$ cat src/rtl/dbg_csr_pkg.sv
package dbg_csr_pkg;

    localparam int unsigned DBG_XLEN        = 32;
    localparam int unsigned DBG_NUM_SCRATCH = 2;
    localparam int unsigned DBG_NUM_REGS    = 2 + DBG_NUM_SCRATCH;
    localparam int unsigned IDX_CTRL        = 0;
    localparam int unsigned IDX_DPC         = 1;
    localparam int unsigned IDX_SCR0        = 2;

    localparam logic [3:0] DBG_VERSION  = 4'd4;
    localparam logic [1:0] PRV_USER     = 2'd0;
    localparam logic [1:0] PRV_MACHINE  = 2'd3;

    typedef enum logic [1:0] {
        OP_READ  = 2'd0,
        OP_WRITE = 2'd1,
        OP_SET   = 2'd2,
        OP_CLEAR = 2'd3
    } csr_op_e;

    typedef struct packed {
        logic                                       ebreakm;
        logic                                       ebreaku;
        logic                                       step;
        logic [1:0]                                 prv;
        logic [2:0]                                 cause;
        logic [DBG_XLEN-1:0]                        dpc;
        logic [DBG_NUM_SCRATCH-1:0][DBG_XLEN-1:0]   scratch;
    } dbg_state_t;

    function automatic logic [1:0] legal_prv(input logic [1:0] req,
                                             input logic [1:0] cur,
                                             input logic       user_en);
        if (req == PRV_MACHINE)               return req;
        if (req == PRV_USER && user_en)       return req;
        return cur;
    endfunction

    function automatic logic [DBG_XLEN-1:0] pack_ctrl(input dbg_state_t s);
        logic [DBG_XLEN-1:0] w;
        w        = '0;
        w[31:28] = DBG_VERSION;
        w[15]    = s.ebreakm;
        w[12]    = s.ebreaku;
        w[8:6]   = s.cause;
        w[2]     = s.step;
        w[1:0]   = s.prv;
        return w;
    endfunction

endpackage

$ cat src/rtl/dbg_csr_decode.sv
module dbg_csr_decode
    import dbg_csr_pkg::*;
#(
    parameter int unsigned     ADDR_W    = 12,
    parameter logic [ADDR_W-1:0] BASE_ADDR = 12'h7B0,
    parameter int unsigned     NUM_REGS  = DBG_NUM_REGS
) (
    input  logic                valid_i,
    input  logic [ADDR_W-1:0]   addr_i,
    input  logic [1:0]          op_i,
    input  logic                debug_mode_i,
    output logic [NUM_REGS-1:0] sel_o,
    output logic                wr_en_o,
    output logic                illegal_o
);
    logic [ADDR_W-1:0] offset;
    logic              hit;
    logic              granted;

    assign offset    = addr_i - BASE_ADDR;
    assign hit       = valid_i && (offset < ADDR_W'(NUM_REGS));
    assign granted   = hit && debug_mode_i;
    assign illegal_o = hit && !debug_mode_i;
    assign wr_en_o   = granted && (op_i != OP_READ);

    for (genvar g = 0; g < NUM_REGS; g++) begin : g_sel
        assign sel_o[g] = granted && (offset == ADDR_W'(g));
    end
endmodule

$ cat src/rtl/dbg_csr_rmw.sv
module dbg_csr_rmw
    import dbg_csr_pkg::*;
#(
    parameter int unsigned W = DBG_XLEN
) (
    input  logic [1:0]   op_i,
    input  logic [W-1:0] old_i,
    input  logic [W-1:0] wdata_i,
    output logic [W-1:0] new_o
);
    always_comb begin
        unique case (op_i)
            OP_SET:   new_o = old_i | wdata_i;
            OP_CLEAR: new_o = old_i & ~wdata_i;
            OP_WRITE: new_o = wdata_i;
            default:  new_o = old_i;
        endcase
    end
endmodule

$ cat src/rtl/dbg_csr_warl.sv
module dbg_csr_warl
    import dbg_csr_pkg::*;
#(
    parameter bit USER_MODE_EN = 1'b1
) (
    input  logic       ebreakm_req_i,
    input  logic       ebreaku_req_i,
    input  logic       step_req_i,
    input  logic [1:0] prv_req_i,
    input  logic [1:0] prv_cur_i,
    output logic       ebreakm_o,
    output logic       ebreaku_o,
    output logic       step_o,
    output logic [1:0] prv_o
);
    assign ebreakm_o = ebreakm_req_i;
    assign step_o    = step_req_i;
    assign prv_o     = legal_prv(prv_req_i, prv_cur_i, USER_MODE_EN);

    if (USER_MODE_EN) begin : g_user
        assign ebreaku_o = ebreaku_req_i;
    end else begin : g_nouser
        assign ebreaku_o = 1'b0;
    end
endmodule

$ cat src/rtl/dbg_csr_file.sv
module dbg_csr_file
    import dbg_csr_pkg::*;
#(
    parameter int unsigned       ADDR_W       = 12,
    parameter logic [ADDR_W-1:0] BASE_ADDR    = 12'h7B0,
    parameter bit                USER_MODE_EN = 1'b1
) (
    input  logic                clk_i,
    input  logic                rst_ni,
    input  logic                debug_mode_i,
    input  logic                csr_valid_i,
    input  logic [ADDR_W-1:0]   csr_addr_i,
    input  logic [1:0]          csr_op_i,
    input  logic [DBG_XLEN-1:0] csr_wdata_i,
    output logic [DBG_XLEN-1:0] csr_rdata_o,
    output logic                csr_illegal_o,
    input  logic                cap_valid_i,
    input  logic [2:0]          cap_cause_i,
    input  logic [1:0]          cap_prv_i,
    input  logic [DBG_XLEN-1:0] cap_pc_i,
    output logic                step_o,
    output logic                ebreakm_o,
    output logic                ebreaku_o,
    output logic [1:0]          prv_o,
    output logic [DBG_XLEN-1:0] dpc_o
);
    localparam int unsigned NREG = DBG_NUM_REGS;

    dbg_state_t state_d, state_q;

    logic [NREG-1:0]     sel;
    logic                wr_en;
    logic [DBG_XLEN-1:0] rd_word;
    logic [DBG_XLEN-1:0] new_word;
    logic                w_ebreakm, w_ebreaku, w_step;
    logic [1:0]          w_prv;

    dbg_csr_decode #(
        .ADDR_W   (ADDR_W),
        .BASE_ADDR(BASE_ADDR),
        .NUM_REGS (NREG)
    ) u_decode (
        .valid_i     (csr_valid_i),
        .addr_i      (csr_addr_i),
        .op_i        (csr_op_i),
        .debug_mode_i(debug_mode_i),
        .sel_o       (sel),
        .wr_en_o     (wr_en),
        .illegal_o   (csr_illegal_o)
    );

    // Read mux: one-hot select, zero when nothing granted.
    always_comb begin
        rd_word = '0;
        if (sel[IDX_CTRL]) rd_word = pack_ctrl(state_q);
        if (sel[IDX_DPC])  rd_word = state_q.dpc;
        for (int i = 0; i < int'(DBG_NUM_SCRATCH); i++) begin
            if (sel[IDX_SCR0 + i]) rd_word = state_q.scratch[i];
        end
    end
    assign csr_rdata_o = rd_word;

    dbg_csr_rmw #(.W(DBG_XLEN)) u_rmw (
        .op_i   (csr_op_i),
        .old_i  (rd_word),
        .wdata_i(csr_wdata_i),
        .new_o  (new_word)
    );

    dbg_csr_warl #(.USER_MODE_EN(USER_MODE_EN)) u_warl (
        .ebreakm_req_i(new_word[15]),
        .ebreaku_req_i(new_word[12]),
        .step_req_i   (new_word[2]),
        .prv_req_i    (new_word[1:0]),
        .prv_cur_i    (state_q.prv),
        .ebreakm_o    (w_ebreakm),
        .ebreaku_o    (w_ebreaku),
        .step_o       (w_step),
        .prv_o        (w_prv)
    );

    // Next-state: capture first, software write otherwise.
    always_comb begin
        state_d = state_q;
        if (cap_valid_i) begin
            state_d.cause = cap_cause_i;
            state_d.prv   = legal_prv(cap_prv_i, state_q.prv, USER_MODE_EN);
            state_d.dpc   = cap_pc_i;
        end else if (wr_en) begin
            if (sel[IDX_CTRL]) begin
                state_d.ebreakm = w_ebreakm;
                state_d.ebreaku = w_ebreaku;
                state_d.step    = w_step;
                state_d.prv     = w_prv;
            end
            if (sel[IDX_DPC]) state_d.dpc = new_word;
            for (int i = 0; i < int'(DBG_NUM_SCRATCH); i++) begin
                if (sel[IDX_SCR0 + i]) state_d.scratch[i] = new_word;
            end
        end
    end

    always_ff @(posedge clk_i or negedge rst_ni) begin
        if (!rst_ni) begin
            state_q     <= '0;
            state_q.prv <= PRV_MACHINE;
        end else begin
            state_q <= state_d;
        end
    end

    assign step_o    = state_q.step;
    assign ebreakm_o = state_q.ebreakm;
    assign ebreaku_o = state_q.ebreaku;
    assign prv_o     = state_q.prv;
    assign dpc_o     = state_q.dpc;
endmodule

$ cat config.mk
export PLATFORM = sky130hd
export DESIGN_NAME = dbg_csr_file
export DESIGN_NICKNAME = d
export VERILOG_FILES = /design/src/rtl/dbg_csr_pkg.sv /design/src/rtl/dbg_csr_decode.sv /design/src/rtl/dbg_csr_rmw.sv /design/src/rtl/dbg_csr_warl.sv /design/src/rtl/dbg_csr_file.sv
export SDC_FILE = /design/constraint.sdc
export NUM_CORES = 1
export LEC_CHECK = 0
export ABC_AREA = 1
export ABC_CLOCK_PERIOD_IN_PS = 2000
export CAP_MARGIN = 20
export CORE_MARGIN = 5
export CORE_UTILIZATION = 30
export DETAILED_ROUTE_END_ITERATION = 10
export GPL_ROUTABILITY_DRIVEN = 0
export SLEW_MARGIN = 20
export SYNTH_ARGS = -nofsm -noshare
export SYNTH_HDL_FRONTEND = slang
export SYNTH_SLANG_ARGS = --single-unit
$ cat constraint.sdc
create_clock -name clk_i -period 2 [get_ports clk_i]
set_input_delay 0.2 -clock clk_i [delete_from_list [all_inputs] [get_ports clk_i]]
set_output_delay 0.2 -clock clk_i [all_outputs]
set_load 0.02 [all_outputs]
After elaboration in Yosys (flattened, before gate mapping)
Index checks and enable logic that the tools add are counted.
Widths: inputs -> output; s select.
{ "classes": {"n_lt_le_gt_ge": 1, "eq_ne": 9, "addsub": 1, "reduce_logical": 22, "bitwise": 4, "muxes": 29} }
{ "ops": {"columns": ["op", "n"], "rows": [
  ["$mux 32", 7],
  ["$mux 96", 1],
  ["$pmux 32 s3", 1],
  ["$and 32x32->32", 1],
  ["$not 32->32", 1],
  ["$or 32x32->32", 1],
  ["$mux 31", 1],
  ["$eq 12x2->1 const B", 2],
  ["$mux 2", 11],
  ["$eq 12x1->1 const B", 1],
  ["$logic_not 12->1", 1],
  ["$lt 12x3->1 const B", 1],
  ["$sub 12x11->12 const B", 1],
  ["$reduce_and 3->1", 3],
  ["$eq 2x2->1 const B", 4],
  ["$logic_and 1x1->1", 8],
  ["$mux 1", 8],
  ["$reduce_bool 2->1", 4],
  ["$logic_not 2->1", 2],
  ["$reduce_and 4->1", 1],
  ["$ne 3x1->1 const B", 1],
  ["$reduce_bool 3->1", 1],
  ["$eq 2x1->1 const B", 1],
  ["$reduce_and 2->1", 1],
  ["2 further kinds", 2]
]} }
{ "word_totals": {"output_inout_bits": 70, "input_bits": 88, "reg_bits": 104, "wordCells": 74} }

Logic depth before layout (Yosys ltp)
Gate-level depths: netlist (run 1).
{ "logic_depth": {"word_depth": 19, "depth_mapped": 18, "depth_no_buf": 17} }

Cells and area by module
A second synthesis (run 1) with hierarchy kept.
{ "unflattened": {"cells_unflattened": 918, "area_unflattened_um2": 6263.5} }
{ "modules_own_cells": {"columns": ["module", "cells_each", "instances", "area_per_inst_um2", "seq_area_each_um2"], "rows": [
  ["dbg_csr_file", 674, 1, 5180.0, 2605.0],
  ["dbg_csr_rmw", 209, 1, 897.1, 0.0],
  ["dbg_csr_decode", 26, 1, 138.9, 0.0],
  ["dbg_csr_warl", 9, 1, 47.5, 0.0]
]} }

Worst setup path after synthesis (run 1)
No wires, ideal clock.
{ "synth_timing": {"path_kind": "input port to flip-flop", "from": "input port csr_addr_i[2]", "to": "register state_q (netlist bit dpc_o[25])", "arrival_ps": 1749, "slack_ps": 182, "setup_ps": 69, "required_time_ps": 1931, "n_path_buf": 1, "stages": 11, "path_cell_list": "nor3_2 nand4_1 nor2_1 nand2_1 inv_1 buf_2 nand2_1 a21oi_1 a22o_1 nand2_1 nand3_1"} }
{ "synth_between": {"elab_chain_cells": 13, "word_cells_on_any_way": 23, "cone_classes": "add/sub (1); order compare (1); eq/ne (3); mux (7); bitwise (2); reduce/logical (9)"} }
{ "synth_lines": {"columns": ["item", "line", "rtl"], "rows": [
  ["start: declaration", "dbg_csr_file.sv:12", "input logic [ADDR_W-1:0] csr_addr_i,"],
  ["$sub 12x11->12 *", "dbg_csr_decode.sv:20", "assign offset = addr_i - BASE_ADDR;"],
  ["$lt 12x3->1", "dbg_csr_decode.sv:21", "assign hit = valid_i && (offset < ADDR_W'(NUM_REGS));"],
  ["$logic_and 1x1->1", "dbg_csr_decode.sv:21", null],
  ["$logic_and 1x1->1", "dbg_csr_decode.sv:22", "assign granted = hit && debug_mode_i;"],
  ["$logic_and 1x1->1", "dbg_csr_decode.sv:27", "assign sel_o[g] = granted && (offset == ADDR_W'(g));"],
  ["$mux 32", "dbg_csr_file.sv:56", "if (sel[IDX_DPC]) rd_word = state_q.dpc;"],
  ["$mux 32", "dbg_csr_file.sv:58", "if (sel[IDX_SCR0 + i]) rd_word = state_q.scratch[i];"],
  ["$mux 32 *", "dbg_csr_file.sv:58", null],
  ["via csr_rdata_o[25]", "dbg_csr_file.sv:15", "output logic [DBG_XLEN-1:0] csr_rdata_o,"],
  ["$and 32x32->32 or $or 32x32->32 (tied branches)", "dbg_csr_rmw.sv:14, dbg_csr_rmw.sv:13", null],
  ["$pmux 32 s3 *", "dbg_csr_rmw.sv:12", "unique case (op_i)"],
  ["$mux 32 *", "dbg_csr_file.sv:96", "if (sel[IDX_DPC]) state_d.dpc = new_word;"],
  ["$mux 96 *", "dbg_csr_file.sv:89", "end else if (wr_en) begin"],
  ["$mux 32 *", "dbg_csr_file.sv:85", "if (cap_valid_i) begin"],
  ["end signal: assignment", "dbg_csr_file.sv:108", "state_q <= state_d;"],
  ["end: declaration", "dbg_csr_file.sv:29", "dbg_state_t state_d, state_q;"]
]} }
The timed path passes the listed nets; every way through them passes the cells marked *. The select of a mux whose other input is x is not followed.
A chain may end at the register's enable or synchronous reset.

Worst setup path in the final report (run 1)
{ "layout_timing": {"from": "input port csr_addr_i[9]", "to": "output port csr_rdata_o[21]"} }
{ "layout_between": {"elab_chain_cells": 8, "word_cells_on_any_way": 13, "cone_classes": "add/sub (1); order compare (1); eq/ne (3); mux (3); reduce/logical (5)"} }
{ "layout_lines": {"columns": ["item", "line"], "rows": [
  ["$sub 12x11->12 *", "dbg_csr_decode.sv:20"],
  ["$lt 12x3->1", "dbg_csr_decode.sv:21"],
  ["$logic_and 1x1->1", "dbg_csr_decode.sv:21"],
  ["$logic_and 1x1->1", "dbg_csr_decode.sv:22"],
  ["$logic_and 1x1->1", "dbg_csr_decode.sv:27"],
  ["$mux 32", "dbg_csr_file.sv:56"],
  ["$mux 32", "dbg_csr_file.sv:58"],
  ["$mux 32 *", "dbg_csr_file.sv:58"],
  ["end: declaration", "dbg_csr_file.sv:15"]
]} }
Mark *: on every way between the ends. The rest lies on a longest branch, timed or not.

==> impl_metrics.tcl, run 1 <==
set metrics [dict create \
    status "completed" \
    hold_start "cap_valid_i" \
    synth-xor-area-share_pct 0 \
    leakagePower_uw 0.004145 \
    firstDrtPassIters 5 \
    slowest_delay_ns 0.22 \
    period_minus_slack_ns 1.982 \
    antenna_found_initial 1 \
    clock_path_buffers 2 \
    seqCellArea_sq_um 2605 \
    syn_nets 863 \
    vias_per_cell 4.796 \
    wl_um 20950 \
    start_util_pct 30.18 \
    final-hold-violation-count 0 \
    root_buffer "clkbuf_16" \
    tightest_slew_ns 0.5153 \
    yosys.area_share.simple_pct 25.65 \
    cp.required_ns 1.80 \
    clk_pin_slew_ns 0.08 \
    peakVddDrop_mv 0.3667 \
    wire_per_inst_um 17.13 \
    yosysTopAreaCell "dfrtp_1" \
    grt_pass1_wl_um 32600 \
    ys_types 36 \
    num_rows 52 \
    fmaxAchievable_ghz 0.5045 \
    grtUsageTotal_pct 17.43 \
    grt_start_max_net_pins 39 \
    avgSynthCellArea_sq_um 7.828 \
    maxCapViolCount 0 \
    nFillCells 2013 \
    dieArea_sq_um 23170 \
    crit_chain "clkbuf_2, nand2_2, nor2_4, buf_6, nand4_1, buf_4, nor2_4, buf_6, nand2_2, nand2_1, nand2_1, a21oi_2, buf_6" \
    crit_path_frequent_cell "buf_6" \
    yosysSeqAreaShare_pct 42.94 \
    synth.area.mux_share_pct 0 \
    num_vias 5866 \
    whs_ns 0.3326 \
    clock_latency_ns 0.36 \
    route.detailed.drc 0 \
    total_power_uw 4859 \
    timing.rr.start "prv_o[0]$_DFFE_PN1P_" \
    synthAdderAreaFrac_pct 0 \
    die_w_um 152.2 \
    p_per_area_nw_per_um2 544.5 \
    synthTopCellsByArea "dfrtp_1 (42%), nand2_1 (20%), o21ai_0 (6.0%)" \
    crit_type "input port to primary output" \
    fin_nets 1036 \
    coreArea_sq_um 20100 \
    cts_buffers 9 \
    synth_edf_count 0 \
    yosysMostFrequentCell "nand2_1" \
    syn2layout_area_growth_pct 47.06 \
    dpl-instance-area_sq_um 8129 \
    cts.sinks 104 \
    startpoint_type "input port" \
    slew_violations 0 \
    timing.slew.headroom_pct 65.65 \
    cp-end-kind "primary output" \
    synth_flop_cell "dfrtp_1" \
    tns_ns 0 \
    multi_input_area_sq_um 3055 \
    synth-seq-cells 104 \
    io_buffer_count 157 \
    pre_cts_slack_ns -0.7789 \
    grt_pass1_vias 5880 \
    cts_tree "built" \
    crit_path_start "csr_addr_i[9]" \
    first_iter_violations 357 \
    dp_hpwl_um 14450 \
    drtAntennaViolNets 0 \
    rsz0062_at_grt "yes" \
    ff2ff_setup_slack_ns 0.34 \
    finalSetupViolCount 0 \
    arrival_ns 1.78 \
    final_cell_area_sq_um 8922 \
    cp_max_fo 8 \
    setup_ws_ns 0.01781 \
    num_antenna_cells 0 \
    syn_inst 775 \
    synth-async-reset-ratio_pct 100.0 \
    synth_common_cells "nand2_1 (319), dfrtp_1 (102), o21ai_0 (73)" \
    drive_gt1_share_pct 25.60 \
    min_path_type "input port to flop" \
    ys_warn_count 0 \
    pin_count 158 \
    period_share_pct 99.11 \
    syn_area_sq_um 6067 \
    synth_top_area_share_pct 42.07 \
    finalClockSkew_ns 0.009601 \
    synth_top_family_by_area "simple AND/OR/NAND/NOR gates" \
    die_y_um 152.2 \
    synth_compound_area_share_pct 21.06 \
    gr-total-overflow 0 \
    htreeDepth 3 \
    slowest_stage "buf_4" \
]
## layout make-up
cell class,instances,area share (%)
tap,270,3.786
inverter,46,2.216
clock inverter,7,0.7292
sequential,104,29.20
clock buffer,9,2.524
timing repair inverter,1,0.07012
multi-input combinational,553,34.24
timing repair buffer,233,27.23
## per-stage QoR
stage	std cells	utilization (%)
after floorplan	775	-
after global placement	1187	40.43
after detailed placement	1187	40.43
after CTS	1215	43.00
after global routing	1223	44.38
final	1223	44.38
## report_power, final
part	total [uW]	switching [uW]	internal, uW
registers	2240	58.7	2180
clock network	1760	894	870
logic	859	451	408
## per-layer routing
layer	vias to the layer above	routed length, um	part of all wire (%)	GRT usage (%)
met3	39	1220	5.8	4.033
met1	2777	10030	48	24.59
met5	-	18	0.086	0
li1	2841	-	-	-
met2	207	9208	44	26.38
met4	2	476	2.3	5.950
## worst max-delay path: cells and delay by family
| kind | cells | cell delay (ns) |
|---|---|---|
| buf+inv | 5 | 0.72 |
| compound gates | 1 | 0.20 |
| simple gates | 7 | 0.67 |
## final timing paths
kind	to	cells past startpoint
max in group asynchronous	dpc_o[4]$_DFFE_PN0P_	3
worst min-delay path	state_q[97]$_DFFE_PN0P_	4
worst min register to register	state_q[97]$_DFFE_PN0P_	2
min in group asynchronous	dpc_o[28]$_DFFE_PN0P_	2
worst max register to register	prv_o[1]$_DFFE_PN1P_	14
worst max-delay path	csr_rdata_o[21]	13
## cell families after synthesis
kind of cell	count (synthesis)
compound gates	177
flops	104
simple gates	376
buf+inv	118
## registers in the layout, summed over array words and instances (netlist names)
name	flops
state_q	67
ebreaku_o	1
prv_o	2
step_o	1
dpc_o	32
ebreakm_o	1
## placed cells by master (no fill, tap or decap), types with 6 or more instances in the layout
master and instances:
nand2_1 289, o211ai_4 10, clkbuf_16 13, inv_1 34, a22o_1 8, a22oi_1 9, nand2_2 30, o21ai_0 63
o21bai_1 16, o21ai_1 34, dfrtp_1 102, inv_2 6, a21oi_2 8, nand3_1 21, o211ai_1 6, nor2_4 12
clkdlybuf4s50_1 110, a22oi_2 11, buf_12 18, buf_6 33, buf_2 12, buf_4 46
## timing repair
action | CTS | global route
pin swaps | 20 | 25
setup buffers | 11 | 6
setup endpoints to repair | 45 | 100
gates resized for setup | 238 | 67
hold buffers | 1 | 0
gates cloned | 2 | 5
hold endpoints to repair | 30 | 0
(Power assumes the default switching activity.)
==> inputs of run 2 (changes only) <==
SKIP_CTS_REPAIR_TIMING = 1   (was unset)
==> run 2 against run 1 <==
Setup slack better by 0.033 ns. Combinational power hardly changed. Global-route usage fell by 0.58 points. Clock-buffer cell count is the same.
==> impl_metrics.tcl, run 2 (synthesis results as in run 1) <==
set metrics [dict create \
    status "completed" \
    crit_type "input port to primary output" \
    syn2layout_area_growth_pct 40.15 \
    htreeDepth 3 \
    cts_buffers 9 \
    antenna_found_initial 1 \
    tightest_slew_ns 0.5138 \
    fin_nets 1020 \
    fmaxAchievable_ghz 0.5130 \
    root_buffer "clkbuf_16" \
    num_rows 52 \
    vias_per_cell 4.735 \
    route.detailed.drc 0 \
    die_w_um 152.2 \
    io_buffer_count 157 \
    final_cell_mix "nand2_1 (313), clkdlybuf4s50_1 (110), dfrtp_1 (102)" \
    cp.required_ns 1.80 \
    cp_max_fo 13 \
    coreArea_sq_um 20100 \
    peakVddDrop_mv 0.3646 \
    tns_ns 0 \
    slew_violations 0 \
    worstReg2RegEnd "prv_o[1]$_DFFE_PN1P_" \
    cts.sinks 104 \
    period_minus_slack_ns 1.949 \
    min_path_type "input port to flop" \
    largest_reg_flops 67 \
    num_vias 5720 \
    cp-end-kind "primary output" \
    dpl-instance-area_sq_um 8129 \
    arrival_ns 1.75 \
    p_per_area_nw_per_um2 569.6 \
    start_util_pct 30.18 \
    drtAntennaViolNets 0 \
    grt_start_max_net_pins 39 \
    timing.rr.start "prv_o[0]$_DFFE_PN1P_" \
    finalSetupViolCount 0 \
    startpoint_type "input port" \
    timing.slew.headroom_pct 65.75 \
    reg2regPathDepth 14 \
    firstDrtPassIters 5 \
    hold-path-endpoint "state_q[97]$_DFFE_PN0P_" \
    top_register "state_q" \
    wl_um 19830 \
    clk_pin_slew_ns 0.08 \
    clock_latency_ns 0.36 \
    ff2ff_setup_slack_ns 0.36 \
    period_share_pct 97.46 \
    finalClockSkew_ns 0.008555 \
    maxCapViolCount 0 \
    hold_depth 4 \
    gr-total-overflow 0 \
    grt_pass1_vias 5676 \
    leakagePower_uw 0.004058 \
    grtUsageTotal_pct 16.86 \
    clock_path_buffers 2 \
    wire_per_inst_um 16.41 \
    first_iter_violations 366 \
    final_cell_area_sq_um 8503 \
    pin_count 158 \
    hold_start "cap_valid_i" \
    grt_pass1_wl_um 31540 \
    final-hold-violation-count 0 \
    die_y_um 152.2 \
    drive_gt1_share_pct 20.06 \
    final_common_cell "nand2_1" \
    dieArea_sq_um 23170 \
    dp_hpwl_um 14450 \
    cts_tree "built" \
]
## run 2: changes by cell type in the layout (fill, tap and decap cells not counted), moves of 10 or more
cell | previous run | this run
nand2_1 | 289 | 313
nand2_2 | 30 | 8
buf_6 | 33 | 12
dlymetal6s2s_1 | 0 | 10
## run 2: area by class of cell
cell class                 count  area [sq um]
timing repair buffer         218          2162
clock inverter                 7         65.06
multi-input combinational    553          2918
fill                        2053         11600
antenna                        1         2.502
clock buffer                   9         225.2
tap                          270         337.8
sequential                   104          2605
inverter                      46         187.7
## run 2: worst max path at each step
stage / depth (start not counted) / slack [ns] / from / end
2_1_floorplan: 11 / 0.18 / csr_addr_i[2] / dpc_o[25]$_DFFE_PN0P_
3_3_place_gp: 13 / -0.74 / csr_addr_i[9] / csr_rdata_o[21]
3_5_place_dp: 13 / -0.78 / csr_addr_i[9] / csr_rdata_o[21]
4_1_cts: 13 / -0.80 / csr_addr_i[9] / csr_rdata_o[21]
5_1_grt: 13 / -0.02 / csr_addr_i[11] / csr_rdata_o[21]
6_report: 8 / 0.05 / csr_addr_i[1] / csr_rdata_o[8]
## run 2: layer usage
layer,global-route usage [%],share of wire [%]
met3,3.891,6.1
met2,25.64,44
met4,4.752,1.4
met5,0,0.055
met1,24.09,48
## run 2: worst max-delay path: stages
cell             delay [ns]
clkdlybuf4s50_1        0.48
buf_4                  0.21
buf_4                  0.18
o21ai_0                0.16
nand2_1                0.11
o211ai_1               0.11
nand2_1                0.12
buf_4                  0.17
## run 2: report_power, final
| group | switching (uW) | internal [uW] | total (uW) |
|---|---|---|---|
| logic | 447 | 411 | 857 |
| clock network | 882 | 870 | 1750 |
| registers | 57.8 | 2180 | 2230 |
| total | 1390 | 3460 | 4840 |
## run 2: through the flow
stage	total power (uW)	hold slack [ns]	cells	setup slack, ns	utilization (%)
3_3_place_gp	3122	0.2050	1187	-0.7438	40.43
5_1_grt	5075	0.3297	1207	-0.01985	42.28
3_5_place_dp	3126	0.2042	1187	-0.7789	40.43
6_report	4843	0.3213	1208	0.05079	42.30
4_1_cts	4906	-0.1949	1203	-0.7991	41.88
2_1_floorplan	2701	-0.09559	775	0.1821	-
==> inputs of run 3 (changes only) <==
SETUP_SLACK_MARGIN = 0.3   (was unset)
==> run 3 against run 2 <==
Clock-buffer cell count up 1. Largest power group unchanged. Highest routed layer is now met4. Combinational power up 2%. Maximum frequency up 2.8%. Die area unchanged. Sequential cell count unchanged. Hold slack better by 0.020 ns. Clock power up 9%. Critical path type unchanged. Clock skew up 0.0024 ns. Global-route usage up 0.24 points. Largest cell class unchanged.
==> impl_metrics.tcl, run 3 (synthesis results as in run 1) <==
set metrics [dict create \
    pin_count 158 \
    clk_pin_slew_ns 0.08 \
    slowest_delay_ns 0.30 \
    final-hold-violation-count 0 \
    hold_depth 4 \
    clock_path_buffers 2 \
    first_iter_violations 426 \
    grt_pass1_wl_um 31980 \
    die_w_um 152.2 \
    p_int_uw 3621 \
    timing.slew.headroom_pct 68.44 \
    tns_ns 0 \
    p_per_area_nw_per_um2 565.7 \
    fmaxAchievable_ghz 0.5276 \
    dp_hpwl_um 14200 \
    cp_max_fo 8 \
    htreeDepth 3 \
    slew_violations 0 \
    multi_input_area_sq_um 3068 \
    gr-total-overflow 0 \
    post-route-util_pct 44.08 \
    coreArea_sq_um 20100 \
    dpl-instance-area_sq_um 8145 \
    syn2layout_area_growth_pct 46.05 \
    leakagePower_uw 0.004241 \
    finalClockSkew_ns 0.01100 \
    num_vias 5726 \
    grt_pass1_vias 5685 \
    firstDrtPassIters 4 \
    nFillCells 1991 \
    dieArea_sq_um 23170 \
    seqCellArea_sq_um 2605 \
    top_register "state_q" \
    largest_reg_flops 67 \
    cp-end-kind "primary output" \
    wire_per_inst_um 17.04 \
    startpoint_type "input port" \
    p_sw_uw 1392 \
    io_buffer_count 157 \
    crit_chain "buf_6, inv_4, nand2_4, nor2_4, nand3_2, nor2_4, buf_6, nand2_1, buf_6, o211ai_1, nand2_2, buf_6" \
    critPathBufInv 5 \
    comb_power_share_pct 17.4 \
    fin_nets 1026 \
    peakVddDrop_mv 0.3734 \
    timing.rr.start "prv_o[0]$_DFFE_PN1P_" \
    grt_start_max_net_pins 40 \
    final_common_cell "nand2_1" \
    root_buffer "clkbuf_16" \
    num_antenna_cells 0 \
    wl_um 20670 \
    drive_gt1_share_pct 23.54 \
    cts.sinks 104 \
    drtAntennaViolNets 0 \
    hold-path-endpoint "state_q[97]$_DFFE_PN0P_" \
    die_y_um 152.2 \
    ff2ff_setup_slack_ns 0.34 \
    grtUsageTotal_pct 17.10 \
    cts_buffers 9 \
    final_cell_mix "nand2_1 (289), clkdlybuf4s50_1 (106), dfrtp_1 (102)" \
    slowest_stage "o211ai_1" \
    cp.required_ns 1.80 \
    clock_latency_ns 0.35 \
    swShare_pct 27.76 \
    num_rows 52 \
    hold_start "cap_valid_i" \
    tightest_slew_ns 0.4734 \
    final_cell_area_sq_um 8861 \
    period_share_pct 94.77 \
    whs_ns 0.3408 \
    reg2regPathDepth 14 \
    cts_tree "built" \
    min_path_type "input port to flop" \
    critPathTopFamily "simple AND/OR/NAND/NOR gates" \
    rsz0062_at_grt "yes" \
    maxCapViolCount 0 \
    crit_path_frequent_cell "buf_6" \
    pwr-share-clk_pct 38.0 \
    worstReg2RegEnd "prv_o[0]$_DFFE_PN1P_" \
    crit_type "input port to primary output" \
    arrival_ns 1.70 \
    power_frac_seq_pct 44.6 \
    finalSetupViolCount 0 \
    vias_per_cell 4.721 \
    period_minus_slack_ns 1.895 \
    route.detailed.drc 0 \
    start_util_pct 30.18 \
    antenna_found_initial 0 \
    status "completed" \
]
run 3: cell types whose count changed in the layout (fill, tap and decap cells not counted), sizes merged:
cell,previous run,this run
buf,83,99
clkbuf,23,17
clkdlybuf4s50,110,106
clkinv,2,4
clkinvlp,3,1
bufinv,0,1
diode,1,0
inv,48,47
run 3: final cells by class:
class                           count  area share [%]
Clock inverter                      6          0.8472
Clock buffer                       10           2.697
Inverter                           46           2.231
Tap cell                          270           3.812
Multi-Input combinational cell    553           34.62
Sequential cell                   104           29.40
Timing Repair Buffer              223           26.29
Timing Repair inverter              1         0.09884
run 3: per-stage QoR:
stage | power (uW) | instances | setup slack (ns)
6_report | 5012 | 1213 | 0.1046
5_1_grt | 5215 | 1213 | 0.03008
4_1_cts | 5042 | 1200 | -0.7812
3_3_place_gp | 3124 | 1184 | -0.7577
3_5_place_dp | 3125 | 1184 | -0.7518
2_1_floorplan | 2704 | 775 | 0.2871
run 3: how the worst max path moves through the flow:
stage                               from                     to  slack, ns  cells past startpoint
after floorplan            csr_addr_i[2]  dpc_o[17]$_DFFE_PN0P_       0.29                     10
after global placement     csr_addr_i[8]        csr_rdata_o[17]      -0.76                     10
after detailed placement     csr_valid_i         csr_rdata_o[5]      -0.75                     10
after CTS                  csr_addr_i[9]         csr_rdata_o[5]      -0.78                     10
after global routing      csr_addr_i[11]        csr_rdata_o[12]       0.03                     14
final                     csr_addr_i[11]        csr_rdata_o[15]       0.10                     12
run 3: power groups by stage:
stage                     combinational [uW]  clock [uW]  sequential, uW
after floorplan                          452           0            2250
after global placement                   848           0            2280
after detailed placement                 852           0            2270
after CTS                                857        1950            2230
after global routing                     948        2020            2250
final                                    871        1910            2240
run 3: layer usage:
metal,part of all wire (%),GRT usage (%),wire length [um]
met2,45,25.97,9205
met4,0.60,3.168,125
met3,6.1,4.601,1254
met5,0,0,0
met1,49,24.75,10090
run 3: worst min-delay path, stage by stage:
cell and delay, ns:
buf_2 0.11, clkinv_1 0.22, nand2_1 0.08, nand2_1 0.05
